### src/rtl/wcc_pkg.sv
package wcc_pkg;

    typedef enum logic {
        ST_IDLE = 1'b0,
        ST_RUN  = 1'b1
    } wcc_state_e;

    // Clamp a requested bit count into the supported window.
    function automatic int wcc_clamp_bits(input int req, input int lo, input int hi);
        if (req < lo) return lo;
        if (req > hi) return hi;
        return req;
    endfunction

endpackage

### src/rtl/wcc_sync.sv
module wcc_sync #(
    parameter int NCH = 36
) (
    input  logic           clk,
    input  logic           rst_n,
    input  logic [NCH-1:0] cmp_i,
    output logic [NCH-1:0] rise_o
);

    typedef struct packed {
        logic [NCH-1:0] s1;
        logic [NCH-1:0] s2;
        logic [NCH-1:0] prev;
    } sync_t;

    sync_t d, q;

    always_comb begin
        d      = q;
        d.s1   = cmp_i;
        d.s2   = q.s1;
        d.prev = q.s2;
    end

    always_ff @(posedge clk or negedge rst_n) begin
        if (!rst_n) q <= '0;
        else        q <= d;
    end

    // Rising edge of the synchronized comparator level.
    assign rise_o = q.s2 & ~q.prev;

endmodule

### src/rtl/wcc_seq.sv
module wcc_seq
    import wcc_pkg::*;
#(
    parameter int MAX_BITS = 12,
    parameter int MIN_BITS = 8,
    parameter int RES_W    = 4
) (
    input  logic                clk,
    input  logic                rst_n,
    input  logic                start_i,
    input  logic [RES_W-1:0]    res_i,
    input  logic                kind_i,
    output logic                run_o,
    output logic                clear_o,
    output logic                end_o,
    output logic                done_o,
    output logic                kind_o,
    output logic [MAX_BITS-1:0] cnt_o
);

    typedef struct packed {
        wcc_state_e          state;
        logic [MAX_BITS-1:0] cnt;
        logic [MAX_BITS-1:0] limit;
        logic                done;
        logic                kind;
    } seq_t;

    seq_t d, q;
    int                  bits;
    logic [MAX_BITS-1:0] lim_new;
    logic                accept;
    logic                at_end;

    always_comb begin
        d      = q;
        d.done = 1'b0;
        bits   = wcc_clamp_bits(int'(res_i), MIN_BITS, MAX_BITS);
        for (int b = 0; b < MAX_BITS; b++) begin
            lim_new[b] = (b < bits);
        end
        accept = (q.state == ST_IDLE) && start_i;
        at_end = (q.state == ST_RUN) && (q.cnt == q.limit);
        if (accept) begin
            d.state = ST_RUN;
            d.cnt   = '0;
            d.limit = lim_new;
            d.kind  = kind_i;
        end else if (at_end) begin
            d.state = ST_IDLE;
            d.done  = 1'b1;
        end else if (q.state == ST_RUN) begin
            d.cnt = q.cnt + 1'b1;
        end
    end

    always_ff @(posedge clk or negedge rst_n) begin
        if (!rst_n) begin
            q       <= '0;
            q.state <= ST_IDLE;
        end else begin
            q <= d;
        end
    end

    assign run_o   = (q.state == ST_RUN);
    assign clear_o = accept;
    assign end_o   = at_end;
    assign done_o  = q.done;
    assign kind_o  = q.kind;
    assign cnt_o   = q.cnt;

endmodule

### src/rtl/wcc_lanes.sv
module wcc_lanes #(
    parameter int NCH = 36,
    parameter int W   = 12
) (
    input  logic             clk,
    input  logic             rst_n,
    input  logic             clear_i,
    input  logic             run_i,
    input  logic             end_i,
    input  logic [W-1:0]     cnt_i,
    input  logic [NCH-1:0]   rise_i,
    output logic [NCH*W-1:0] codes_o
);

    typedef struct packed {
        logic [W-1:0] code;
        logic         got;
    } lane_t;

    for (genvar g = 0; g < NCH; g++) begin : g_lane
        lane_t d, q;

        always_comb begin
            d = q;
            if (clear_i) begin
                d.code = '0;
                d.got  = 1'b0;
            end else if (run_i && !q.got && (rise_i[g] || end_i)) begin
                // On the final count the counter already holds full scale.
                d.code = cnt_i;
                d.got  = 1'b1;
            end
        end

        always_ff @(posedge clk or negedge rst_n) begin
            if (!rst_n) q <= '0;
            else        q <= d;
        end

        assign codes_o[g*W +: W] = q.code;
    end

endmodule

### src/rtl/wilk_conv_ctrl.sv
module wilk_conv_ctrl #(
    parameter  int NCH      = 36,
    parameter  int MAX_BITS = 12,
    parameter  int MIN_BITS = 8,
    localparam int RES_W    = $clog2(MAX_BITS + 1)
) (
    input  logic                    clk,
    input  logic                    rst_n,
    input  logic                    start_i,
    input  logic [RES_W-1:0]        res_i,
    input  logic                    kind_i,
    input  logic [NCH-1:0]          cmp_i,
    output logic                    ramp_en_o,
    output logic                    kind_o,
    output logic [NCH*MAX_BITS-1:0] codes_o,
    output logic                    done_o
);

    logic                run;
    logic                clear;
    logic                last;
    logic [MAX_BITS-1:0] cnt;
    logic [NCH-1:0]      rise;

    wcc_sync #(.NCH(NCH)) u_sync (
        .clk    (clk),
        .rst_n  (rst_n),
        .cmp_i  (cmp_i),
        .rise_o (rise)
    );

    wcc_seq #(.MAX_BITS(MAX_BITS), .MIN_BITS(MIN_BITS), .RES_W(RES_W)) u_seq (
        .clk     (clk),
        .rst_n   (rst_n),
        .start_i (start_i),
        .res_i   (res_i),
        .kind_i  (kind_i),
        .run_o   (run),
        .clear_o (clear),
        .end_o   (last),
        .done_o  (done_o),
        .kind_o  (kind_o),
        .cnt_o   (cnt)
    );

    wcc_lanes #(.NCH(NCH), .W(MAX_BITS)) u_lanes (
        .clk     (clk),
        .rst_n   (rst_n),
        .clear_i (clear),
        .run_i   (run),
        .end_i   (last),
        .cnt_i   (cnt),
        .rise_i  (rise),
        .codes_o (codes_o)
    );

    assign ramp_en_o = run;

endmodule

### config.mk
export PLATFORM = sky130hd
export DESIGN_NAME = wilk_conv_ctrl
export DESIGN_NICKNAME = d
export VERILOG_FILES = /design/src/rtl/wcc_pkg.sv /design/src/rtl/wcc_sync.sv /design/src/rtl/wcc_seq.sv /design/src/rtl/wcc_lanes.sv /design/src/rtl/wilk_conv_ctrl.sv
export SDC_FILE = /design/constraint.sdc
export NUM_CORES = 1
export LEC_CHECK = 0
export BUFFER_PORTS_ARGS = -buffer_cell sky130_fd_sc_hd__buf_2
export CAP_MARGIN = 20
export CORE_ASPECT_RATIO = 0.75
export CORE_MARGIN = 3
export CORE_UTILIZATION = 40
export DETAILED_ROUTE_END_ITERATION = 10
export SYNTH_ARGS = -nofsm -noshare
export SYNTH_HDL_FRONTEND = slang
export SYNTH_SLANG_ARGS = --single-unit
### constraint.sdc
create_clock -name clk -period 2.6 [get_ports clk]
set_input_delay 0 -clock clk [delete_from_list [all_inputs] [get_ports clk]]
set_output_delay 0 -clock clk [all_outputs]
set_load 0.01 [all_outputs]
# Word level (Yosys, flattened, before mapping)

Index checks and enable logic that the tools add are counted.

$add $sub $neg: 1
Order comparisons: 14
Equality and inequality tests: 2
Mux-type cells: 85
Bitwise operators: 3
Reduce and logical (&&, ||, !) cells: 185

Operator list:

| operator                                                              | number |
|---|---|
| 13-bit 2-to-1 mux                                                     | 73 |
| 4-bit by 32-bit < comparator with 1-bit output (first input constant) | 4 |
| 5-bit by 32-bit < comparator with 1-bit output (first input constant) | 4 |
| 32-bit 2-to-1 mux                                                     | 3 |
| 2-bit nonzero test                                                    | 38 |
| 1-bit logical AND                                                     | 74 |
| 3-bit by 32-bit < comparator with 1-bit output (first input constant) | 2 |
| 36-bit bitwise AND                                                    | 1 |
| 1-bit zero test                                                       | 36 |
| 1-bit logical OR                                                      | 36 |
| 36-bit NOT                                                            | 1 |
| 1-bit by 32-bit < comparator with 1-bit output (first input constant) | 1 |
| 2-bit by 32-bit < comparator with 1-bit output (first input constant) | 1 |
| 12-bit 2-to-1 mux                                                     | 2 |
| 12-bit by 1-bit adder with 12-bit output (second input constant)      | 1 |
| 12-bit == test                                                        | 1 |
| 1-bit 2-to-1 mux                                                      | 6 |
| 4-bit > comparator (second input constant)                            | 1 |
| 4-bit < comparator (second input constant)                            | 1 |
| 4-bit 2-to-1 mux                                                      | 1 |
| 2-bit inequality test (second input constant)                         | 1 |
| 2-bit AND reduction                                                   | 1 |
| 1-bit NOT                                                             | 1 |

Flip-flop bits (word level): 603
Output and inout bits: 435
Logic and storage cells: 370

# Logic depth before layout (Yosys ltp)

Depth in word-level cells: 6
Mapped depth: 9
Mapped depth without buffers: 5

# Modules after synthesis

From an unflattened synthesis, not the netlist that was laid out.

Cell total of the unflattened synthesis: 2,315
Area, all modules: 28,588.7 µm²

By module, submodules not included:

| module    | times used | cells an instance | area an instance (µm²) |
|---|---|---|---|
| wcc_lanes | 1          | 2,031             | 23,961.7 |
| wcc_sync  | 1          | 144               | 3,198.1 |
| wcc_seq   | 1          | 140               | 1,428.9 |

# Worst setup path before layout

No wires, ideal clock.

Kind: register to register
Start point: register u_seq.q (netlist bit u_seq.cnt_o[4])
End point: register u_lanes.g_lane[19].q (netlist bit u_lanes.codes_o[229])
Setup time: 0.126 ns
Arrival: 1.771 ns
Required time: 2.474 ns
Slack: 0.702 ns
Stages on the path, launching flop included: 10
Cells stage by stage: dfrtp_1 -> clkbuf_1 -> xnor2_1 -> nand4_1 -> or3_1 -> buf_6 -> buf_6 -> a21boi_4 -> buf_4 -> o22ai_1

Cells in the longest elaborated chain, start to end: 5

RTL lines:

| what                                | RTL line        | source |
|---|---|---|
| start: declaration                  | wcc_seq.sv:29   | `seq_t d, q;` |
| 12-bit == test                      | wcc_seq.sv:43   | `at_end = (q.state == ST_RUN) && (q.cnt == q.limit);` |
| 1-bit logical AND                   | wcc_seq.sv:43   |  |
| 1-bit logical OR                    | wcc_lanes.sv:28 | `end else if (run_i && !q.got && (rise_i[g] \|\| end_i)) begin` |
| 1-bit logical AND                   | wcc_lanes.sv:28 |  |
| 2-bit nonzero test (no source line) | -               |  |
| end signal: assignment              | wcc_lanes.sv:36 | `if (!rst_n) q <= '0;` |
| end signal: assignment              | wcc_lanes.sv:37 | `else q <= d;` |
| end: declaration                    | wcc_lanes.sv:21 | `lane_t d, q;` |

No other way between the ends.
A chain may end at the register's enable or synchronous reset.

# Worst setup path in the final report

Start point: register u_seq.q (netlist bit u_seq.cnt_o[3])
End point: register u_lanes.g_lane[30].q (netlist bit u_lanes.codes_o[361])

Cells in the longest elaborated chain, start to end: 5

RTL lines:

| what                                | RTL line |
|---|---|
| 12-bit == test                      | wcc_seq.sv:43 |
| 1-bit logical AND                   | wcc_seq.sv:43 |
| 1-bit logical OR                    | wcc_lanes.sv:28 |
| 1-bit logical AND                   | wcc_lanes.sv:28 |
| 2-bit nonzero test (no source line) | - |
| end signal: assignment              | wcc_lanes.sv:36 |
| end signal: assignment              | wcc_lanes.sv:37 |
| end: declaration                    | wcc_lanes.sv:21 |

No other way between the ends.

==> flow_metrics.tcl <==
set metrics [dict create \
    grt_first_pass_wirelength_um 121000 \
    drt_iter0_markers 2107 \
    skew_ps 24.59 \
    cp.arrival_ps 2710 \
    cts_hold_buf 49 \
    layout_commonest_cell "nand2_1" \
    worst_slew_pin_slew_ps 921.5 \
    p_leak_nw 14.39 \
    dieHeight_um 235.4 \
    post_cts_buffers 0 \
    ys_ff_latch 603 \
    synthCells 2912 \
    outcome "complete, no violations" \
    syn-num-nets 2957 \
    initial_core_util_pct 40.70 \
    holdPathStages 2 \
    dieArea_sq_um 73420 \
    grt_antenna_before_repair 3 \
    pin_count 479 \
    cts_resized 0 \
    antenna_left 0 \
    fin_nets 2997 \
    yosysUniqueCellTypes 37 \
    io_buffer_count 478 \
    p_per_area_nw_per_um2 955.4 \
    synthesis.area_sq_um 28070 \
    timing.max_cap.violations 0 \
    grt_pass1_vias 19501 \
    path_max_fanout 54 \
    seq_area_frac_synth_pct 53.76 \
    top_layer "met5" \
    crit_required_ps 3050 \
    dp_cells 3776 \
    wl_met1_um 35460 \
    finalWirelength_um 79700 \
    drive_gt1_share_pct 27.08 \
    dp_hpwl_um 47270 \
    finalHoldViolations 0 \
    routabilityCongestion 0.7754 \
    syn_to_final_growth_pct 9.615 \
    period_needed_ps 2260 \
    dr_wl_met3_um 5401 \
    first_pass_iters 5 \
    via_per_inst 5.164 \
    slew_violations 0 \
    coreArea_sq_um 68960 \
    cp_slowest_stage_delay_ps 530 \
    cts_tree "built" \
    grt_max_degree 88 \
    r2r_cells 6 \
    layout_worst_path_cycle_share_pct 86.92 \
    stdcell_count 3937 \
    n_fill_cell 6579 \
    crit_chain "xnor2_1 -> nand4_1 -> or3_4 -> buf_12 -> a21boi_2 -> o22ai_1" \
    clock.fmax_ghz 0.4425 \
    grt-ovfl-total 0 \
    htreeDepth 2 \
    slew-limit-headroom_pct 38.56 \
    hp-class "primary input to flip-flop" \
    setup_viol 0 \
    num_vias 20329 \
    endpoint_kind "flip-flop" \
    cts.clk_slew.worst_paths_ps 60 \
    wire_per_inst_um 20.24 \
    root_buffer "clkbuf_16" \
    clockBufferDepth 3 \
    yosys_warnings 0 \
    cts_made_buffers 60 \
    remaining_drc_errors 0 \
    ir_drop_mv 0.5591 \
    wl_met2_um 36880 \
    syn_avg_cell_area_sq_um 9.639 \
    start_kind "flip-flop" \
    rsz0062_at_grt "no" \
    cpMaxStageDelayCell "a21boi_2" \
    cts.sinks 603 \
    grt_usage_pct 20.92 \
    critical_path_class "flip-flop to flip-flop" \
    fin_setup_tns_ps 0 \
    clkLatencyLatePin_ps 620 \
    most-common-layout-cells "nand2_1 (885), dfrtp_1 (590), buf_2 (477)" \
    chipWidth_um 311.9 \
    std_cell_rows 83 \
]
## synth_stat cells (all sizes together)
library cell  count  area, sq um
and2             37        316.6
nand2           885         3322
a21boi           36        420.4
inv              37        138.9
a31o              1        8.760
nor2              2        7.510
o311ai            1        8.760
nor3              4        20.02
o22ai           432         2872
mux2i             7        70.07
nand4             6        37.54
o21ai             5        25.02
a41oi             1        8.760
ha                1        12.51
a211o             1        8.760
nand2b           45        281.5
or3               1        6.260
nor2b            36        225.2
and3              4        25.02
xnor2            12        105.1
buf             513         4009
and4              1        8.760
dfrtp           603        15090
nand3             7        35.03
o211ai            1        7.510
nand4b            1        8.760
nand3b            2        15.01
o31ai             2        15.01
clkbuf          151        566.8
a21oi            77        392.9
## sequential cells by signal, indices dropped and copies added (netlist names)
name              count
u_lanes.codes_o     432
u_seq.cnt_o          12
u_lanes.g_lane.q     36
u_seq.kind_o          1
u_seq.run_o           1
u_sync.d             72
u_sync.q             36
u_seq.done_o          1
u_seq.q              12
## critical path: cells and delay by family, from the launching register on
| family | cells | cell delay (ps) |
|---|---|---|
| AOI/OAI and AO/OA | 2 | 690 |
| xor gates and xnor gates | 1 | 170 |
| buffers and inverters | 1 | 230 |
| DFF | 1 | 400 |
| and+or+nand+nor | 2 | 570 |
## cells by family after synthesis
group | synth area share, %
AOI/OAI and AO/OA | 13.42
xor gates and xnor gates | 0.3744
adders and majority gates | 0.04457
buffers and inverters | 16.80
DFF | 53.76
muxes | 0.2496
and+or+nand+nor | 15.35
## layer usage
layer	GRT usage (%)	vias up
met5	0	-
met1	30.46	10046
li1	-	9313
met3	3.327	134
met4	5.774	2
met2	32.43	834
## through the flow
stage	hold slack, ps	worst slack, ps	utilization [%]	area [sq um]	power, mW
floorplan	-295.6	702.3	-	28070	18.76
global placement	-1.507	377.6	40.80	28130	20.13
detailed placement	0.4488	345.4	40.80	28130	20.20
CTS	0.1413	314.6	44.61	30760	29.64
global route	19.12	159.1	44.61	30760	30.79
finish	53.64	340.2	44.62	30770	29.40
## worst paths after layout
check | start | endpoint | slack [ps]
setup / recovery | u_seq.cnt_o[3] | u_lanes.codes_o[361] | 340
hold / removal | cmp_i[20] | u_sync.d[56] | 50
setup reg to reg | u_seq.cnt_o[3] | u_lanes.codes_o[361] | 340
hold reg to reg | u_sync.d[68] | u_sync.d[32] | 350
max in group asynchronous | rst_n | u_lanes.codes_o[161] | 1890
min in group asynchronous | rst_n | u_lanes.codes_o[255] | 180
## where the power goes
| group | internal [mW] | switching (mW) | total [mW] | leakage [nW] |
|---|---|---|---|---|
| combinational | 2.69 | 4.69 | 7.39 | 6.09 |
| clock | 5.49 | 3.79 | 9.28 | 1.05 |
| sequential | 11.4 | 1.32 | 12.7 | 7.25 |
| total | 19.6 | 9.80 | 29.4 | 14.4 |
## layout make-up
type / instances / area [sq um] / share of cell area, %
Antenna cell: 3 / 7.507 / 0.02440
Clock buffer: 83 / 1748 / 5.681
Clock inverter: 26 / 369.1 / 1.200
Inverter: 37 / 138.9 / 0.4514
Multi-Input combinational cell: 1608 / 8277 / 26.90
Sequential cell: 603 / 15110 / 49.11
Tap cell: 935 / 1170 / 3.802
Timing Repair Buffer: 642 / 3949 / 12.83
No activity file was read; power rests on OpenSTA's default activity.
